<file path="src/rtl/evt_irq_pkg.sv">
package evt_irq_pkg;
  localparam int unsigned EVTS_PER_DIR = 6;
  localparam int unsigned NUM_DIRS     = 2;
  localparam int unsigned NUM_EVTS     = EVTS_PER_DIR * NUM_DIRS;
  localparam int unsigned RX_BASE      = 0;
  localparam int unsigned TX_BASE      = EVTS_PER_DIR;
  // per-direction offsets
  localparam int unsigned OFS_OVF   = 0;
  localparam int unsigned OFS_UNF   = 1;
  localparam int unsigned OFS_RDY   = 2;
  localparam int unsigned OFS_EOF   = 3;
  localparam int unsigned OFS_FS    = 4;
  localparam int unsigned OFS_FSERR = 5;

  typedef enum logic {
    SEL_STATUS = 1'b0,
    SEL_ENABLE = 1'b1
  } reg_sel_e;
endpackage

</file>
<file path="src/rtl/evt_status_reg.sv">
module evt_status_reg #(
  parameter int unsigned W = 12
) (
  input  logic         clk,
  input  logic         rst_n,
  input  logic [W-1:0] evt_i,
  input  logic [W-1:0] clr_i,
  output logic [W-1:0] stat_o
);
  logic [W-1:0] stat_q;

  for (genvar i = 0; i < W; i++) begin : g_bit
    always_ff @(posedge clk) begin
      if (!rst_n)        stat_q[i] <= 1'b0;
      else if (evt_i[i]) stat_q[i] <= 1'b1;  // set wins over clear
      else if (clr_i[i]) stat_q[i] <= 1'b0;
    end

    AST_EVT_SETS: assert property (@(posedge clk) disable iff (!rst_n)
      evt_i[i] |=> stat_q[i]);
    AST_SET_WINS: assert property (@(posedge clk) disable iff (!rst_n)
      (evt_i[i] && clr_i[i]) |=> stat_q[i]);
    AST_CLR_WORKS: assert property (@(posedge clk) disable iff (!rst_n)
      (clr_i[i] && !evt_i[i]) |=> !stat_q[i]);
    AST_STICKY_HOLD: assert property (@(posedge clk) disable iff (!rst_n)
      (stat_q[i] && !clr_i[i]) |=> stat_q[i]);
  end

  assign stat_o = stat_q;
endmodule

</file>
<file path="src/rtl/evt_enable_reg.sv">
module evt_enable_reg #(
  parameter int unsigned W = 12
) (
  input  logic         clk,
  input  logic         rst_n,
  input  logic         wr_i,
  input  logic [W-1:0] wdata_i,
  output logic [W-1:0] en_o
);
  logic [W-1:0] en_q;

  always_ff @(posedge clk) begin
    if (!rst_n)    en_q <= '0;
    else if (wr_i) en_q <= wdata_i;
  end

  AST_EN_LOAD: assert property (@(posedge clk) disable iff (!rst_n)
    wr_i |=> (en_q == $past(wdata_i)));
  AST_EN_HOLD: assert property (@(posedge clk) disable iff (!rst_n)
    !wr_i |=> $stable(en_q));

  assign en_o = en_q;
endmodule

</file>
<file path="src/rtl/evt_irq_combine.sv">
module evt_irq_combine #(
  parameter int unsigned W       = 12,
  parameter int unsigned IDX_RX_RDY = 2,
  parameter int unsigned IDX_TX_RDY = 8,
  parameter int unsigned IDX_RX_OVF = 0
) (
  input  logic         clk,
  input  logic         rst_n,
  input  logic [W-1:0] stat_i,
  input  logic [W-1:0] en_i,
  output logic         irq_o,
  output logic         leg_rx_o,
  output logic         leg_tx_o,
  output logic         leg_rovf_o
);
  logic [W-1:0] pend;

  assign pend       = stat_i & en_i;
  assign irq_o      = |pend;
  assign leg_rx_o   = stat_i[IDX_RX_RDY];
  assign leg_tx_o   = stat_i[IDX_TX_RDY];
  assign leg_rovf_o = stat_i[IDX_RX_OVF];

  AST_IRQ_NEEDS_EN: assert property (@(posedge clk) disable iff (!rst_n)
    (en_i == '0) |-> !irq_o);
  AST_IRQ_NEEDS_STAT: assert property (@(posedge clk) disable iff (!rst_n)
    (stat_i == '0) |-> !(irq_o || leg_rx_o || leg_tx_o || leg_rovf_o));
endmodule

</file>
<file path="src/rtl/evt_irq_ctrl.sv">
module evt_irq_ctrl
  import evt_irq_pkg::*;
#(
  parameter int unsigned PER_DIR = evt_irq_pkg::EVTS_PER_DIR
) (
  input  logic                 clk,
  input  logic                 rst_n,
  input  logic [2*PER_DIR-1:0] evt_i,
  input  logic                 reg_wr_i,
  input  logic                 reg_sel_i,
  input  logic [2*PER_DIR-1:0] reg_wdata_i,
  output logic [2*PER_DIR-1:0] reg_rdata_o,
  output logic                 irq_o,
  output logic                 leg_rx_irq_o,
  output logic                 leg_tx_irq_o,
  output logic                 leg_rovf_irq_o
);
  localparam int unsigned W      = 2 * PER_DIR;
  localparam int unsigned TX_OFS = PER_DIR;

  reg_sel_e     sel;
  logic [W-1:0] clr, stat, en;
  logic         en_wr;

  assign sel   = reg_sel_e'(reg_sel_i);
  assign clr   = (reg_wr_i && sel == SEL_STATUS) ? reg_wdata_i : '0;
  assign en_wr = reg_wr_i && (sel == SEL_ENABLE);

  evt_status_reg #(.W(W)) u_status (
    .clk(clk), .rst_n(rst_n), .evt_i(evt_i), .clr_i(clr), .stat_o(stat)
  );

  evt_enable_reg #(.W(W)) u_enable (
    .clk(clk), .rst_n(rst_n), .wr_i(en_wr), .wdata_i(reg_wdata_i), .en_o(en)
  );

  evt_irq_combine #(
    .W(W),
    .IDX_RX_RDY(OFS_RDY),
    .IDX_TX_RDY(TX_OFS + OFS_RDY),
    .IDX_RX_OVF(OFS_OVF)
  ) u_combine (
    .clk(clk), .rst_n(rst_n), .stat_i(stat), .en_i(en),
    .irq_o(irq_o), .leg_rx_o(leg_rx_irq_o), .leg_tx_o(leg_tx_irq_o),
    .leg_rovf_o(leg_rovf_irq_o)
  );

  assign reg_rdata_o = (sel == SEL_ENABLE) ? en : stat;

  AST_STAT_WR_KEEPS_EN: assert property (@(posedge clk) disable iff (!rst_n)
    (reg_wr_i && sel == SEL_STATUS) |=> $stable(en));
  AST_EN_WR_KEEPS_STAT: assert property (@(posedge clk) disable iff (!rst_n)
    (reg_wr_i && sel == SEL_ENABLE && evt_i == '0) |=> $stable(stat));
  AST_UNF_GATED: assert property (@(posedge clk) disable iff (!rst_n)
    (en == '0 && stat[OFS_UNF] && stat[TX_OFS + OFS_OVF]) |-> !irq_o);
endmodule

</file>
<file path="config.mk">
export PLATFORM = sky130hd
export DESIGN_NAME = evt_irq_ctrl
export DESIGN_NICKNAME = d
export VERILOG_FILES = /design/src/rtl/evt_irq_pkg.sv /design/src/rtl/evt_status_reg.sv /design/src/rtl/evt_enable_reg.sv /design/src/rtl/evt_irq_combine.sv /design/src/rtl/evt_irq_ctrl.sv
export SDC_FILE = /design/constraint.sdc
export NUM_CORES = 1
export LEC_CHECK = 0
export BUFFER_PORTS_ARGS = -buffer_cell sky130_fd_sc_hd__buf_2
export CAP_MARGIN = 20
export CORE_MARGIN = 3
export CORE_UTILIZATION = 44
export CTS_BUF_LIST = sky130_fd_sc_hd__clkbuf_2 sky130_fd_sc_hd__clkbuf_4 sky130_fd_sc_hd__clkbuf_8
export DETAILED_ROUTE_END_ITERATION = 8
export PLACE_DENSITY = 0.89
export REMOVE_ABC_BUFFERS = 1
export SYNTH_ARGS = -nofsm -noshare
export SYNTH_HDL_FRONTEND = slang
export SYNTH_SLANG_ARGS = --single-unit
</file>
<file path="constraint.sdc">
create_clock -name clk -period 0.9 [get_ports clk]
set_input_delay 0.09 -clock clk [delete_from_list [all_inputs] [get_ports clk]]
set_output_delay 0.09 -clock clk [all_outputs]
set_load 0.005 [all_outputs]
</file>
==> reports/qor.txt <==
status: complete, but fails checks
failing checks: setup timing
max-cap viol count: 0
Post-Synth Adder-Cell Area: 0%
Chip Width: 55.9 um
RSZ-0062 raised after global routing: yes
cell count after placement: 195
Post-synth EDFFs: 0
crit share post-route: 160%
Hold WC Path Type: in2reg
VDD IR-drop max: 0.966 mV
synthesized flop and latch total: 24
Final Hold Viols: 0
critical path depth: 4
die footprint: 0.00313 mm^2
share of post-route cells with drive strength above 1: 58.3%
drt first pass iters: 4
gr usage total: 21.4%
Die Y: 55.9 um
Antenna Cells: 0
Pleak: 0.849 nW
cell area after layout: 0.00185 mm^2
Worst R2R End: u_status.stat_o[7]
first-pass GRT wire length: 5310 um
DRT antenna net count: 0
GRT overflow: 0
worst r2r path cells: 4
Synth warnings: 0
Synth Area in Simple Gates: 10.6%
hold path depth: 3
Critical Path RT: 0.81 ns
largest family of logic cells by synthesized area: compound AO/OA/AOI/OAI gates
Worst Path Arrival: 1.35 ns
Root Driver: clkbuf_4
final WL: 3500 um
Finished Core Util: 80.5%
slowest CP cell: dfxtp_2
WS Path Type: reg2out
synthesized instance count: 112
initial core utilization: 47.8%
Post-Layout Cell Count: 215
Power Density: 1270 mW/mm^2
Tmin final: 1.44 ns
CTS sink count: 24
Compound-Gate Fraction of Synth Area: 29.4%
commonest non-fill, non-tap cells in the layout: buf_2, buf_6, nand2_1
reg-to-reg slack, setup: -0.06 ns
worst clock skew: 0 ns
post-synthesis cell type count: 15
nets: 216
Synth Area in XOR/XNOR: 0%
total number of vias: 1137
critical-path cell list: a22o_1, a221oi_2, nand3_1, buf_2
Hold EP: u_enable.en_o[2]
Pins Over Slew Limit: 0
vias in the first global route: 1157
crit-path leading delay family: compound AO/OA/AOI/OAI gates
Seq/Total Area, Yosys: 43.8%
asr flop ratio synth: 0%
CP max stage delay: 0.35 ns
Slew HR: 68.2%
worst-path maximum fanout: 2
mux cell area share after synthesis: 12.3%
DRC: 0
DR iter-0 viols: 31
Worst Tran Pin Value: 0.477 ns
Final setup viols: 16
core box area: 0.00230 mm^2
hpwl dp: 2090 um
Mapped Area: 0.00110 mm^2
clock buffer depth: 2
Hold Startpoint: reg_wdata_i[2]
area added between synthesis and finish: 68.5%
worst skew pair latency: 0.30 ns
CTS clk-pin slew, worst paths: 0.13 ns
RR Startpoint: u_status.stat_o[7]
nature of the critical path endpoint: output pin
antenna violations before repair: 0
Ports: 44
# port buffers: 43
CTS HTree Levels: 1
Post-Place Cell Area: 0.00144 mm^2
post-DR vias/cell: 5.29
CP Launch Type: flop
Primary FF master, synth: dfxtp_1
gpl congestion: 0.849
setup ws final: -0.538 ns
WP buf/inv: 1
dpl ws: -0.200 ns
largest net degree at the start of global routing: 25
FMAX: 696 MHz
most common cell after layout, fill and taps aside: buf_2
CTS Buf Count: 3
FP Rows: 17
TritonCTS clock tree: yes
WL/cell: 16.3 um
post-synthesis average cell area: 9.80 um^2
-- tightest hold or removal path, delay by kind of cell --
kind	cells	cell delay [ns]
AOI/OAI and AO/OA	1	0.05
buffers and inverters	1	0.10
and+or+nand+nor	1	0.05
-- cells in the mapped netlist (2+ instances only) --
master    count  area share [%]
a21boi_0      4             2.7
nand2_1      25             8.6
clkbuf_1      2            0.68
a21boi_1     20              14
mux2_2       12              12
o21a_1       12             8.2
buf_6         2             2.1
a22o_1        3             2.4
dfxtp_1      24              44
a221oi_1      3             2.4
-- through the flow --
step	power, mW	TNS (ns)	hold slack [ns]
after floorplan	1.37	-0.0113	0.208
after global placement	1.59	-2.33	0.297
after detailed placement	1.62	-3.46	0.303
after CTS	2.29	-4.40	0.00258
after global routing	2.47	-5.19	0.00129
final	2.36	-4.41	0.0101
-- flip-flops by register name, indices dropped and copies added (netlist names) --
name,flops
u_status.stat_o,12
u_enable.en_o,12
-- per-layer routing --
layer / part of all wire [%] / global-route usage (%) / vias up
li1: - / - / 545
met1: 42 / 24.1 / 546
met2: 51 / 36.7 / 38
met3: 4.3 / 3.94 / 8
met4: 2.1 / 13.9 / 0
met5: 0 / 0 / -
-- layout make-up --
cell class | instances | area [um^2]
Sequential cell | 24 | 513
Fill cell | 142 | 448
Timing Repair Buffer | 77 | 631
Clock buffer | 4 | 36.3
Tap cell | 28 | 35.0
Multi-Input combinational cell | 82 | 634
-- worst max-delay path by stage --
stage                        from  slack (ns)     to
4_1_cts        u_status.stat_o[6]       -0.50  irq_o
3_5_place_dp   u_status.stat_o[4]       -0.20  irq_o
3_3_place_gp   u_status.stat_o[4]       -0.20  irq_o
5_1_grt          u_enable.en_o[6]       -0.59  irq_o
2_1_floorplan    u_enable.en_o[6]       -0.01  irq_o
6_report         u_enable.en_o[6]       -0.54  irq_o
-- power breakdown --
group	internal, mW	switching (mW)	total [mW]
registers	1.14	0.0565	1.19
logic	0.387	0.220	0.607
clock network	0.247	0.307	0.554
-- kinds of logic (layout without fill, tap and decap cells) --
group | count (synthesis) | in the layout
AOI/OAI and AO/OA | 42 | 42
buffers and inverters | 6 | 81
DFF | 24 | 24
muxes | 12 | 12
and+or+nand+nor | 28 | 28
-- timing repair --
item	4_1_cts	5_1_grt
setup endpoints to repair	16	17
hold buffers	12	1
endpoints found under the hold margin	12	1
gates cloned	0	0
resized for setup	42	25
pin swaps	2	3
setup buffers	3	3
No activity file was read; power rests on OpenSTA's default activity.
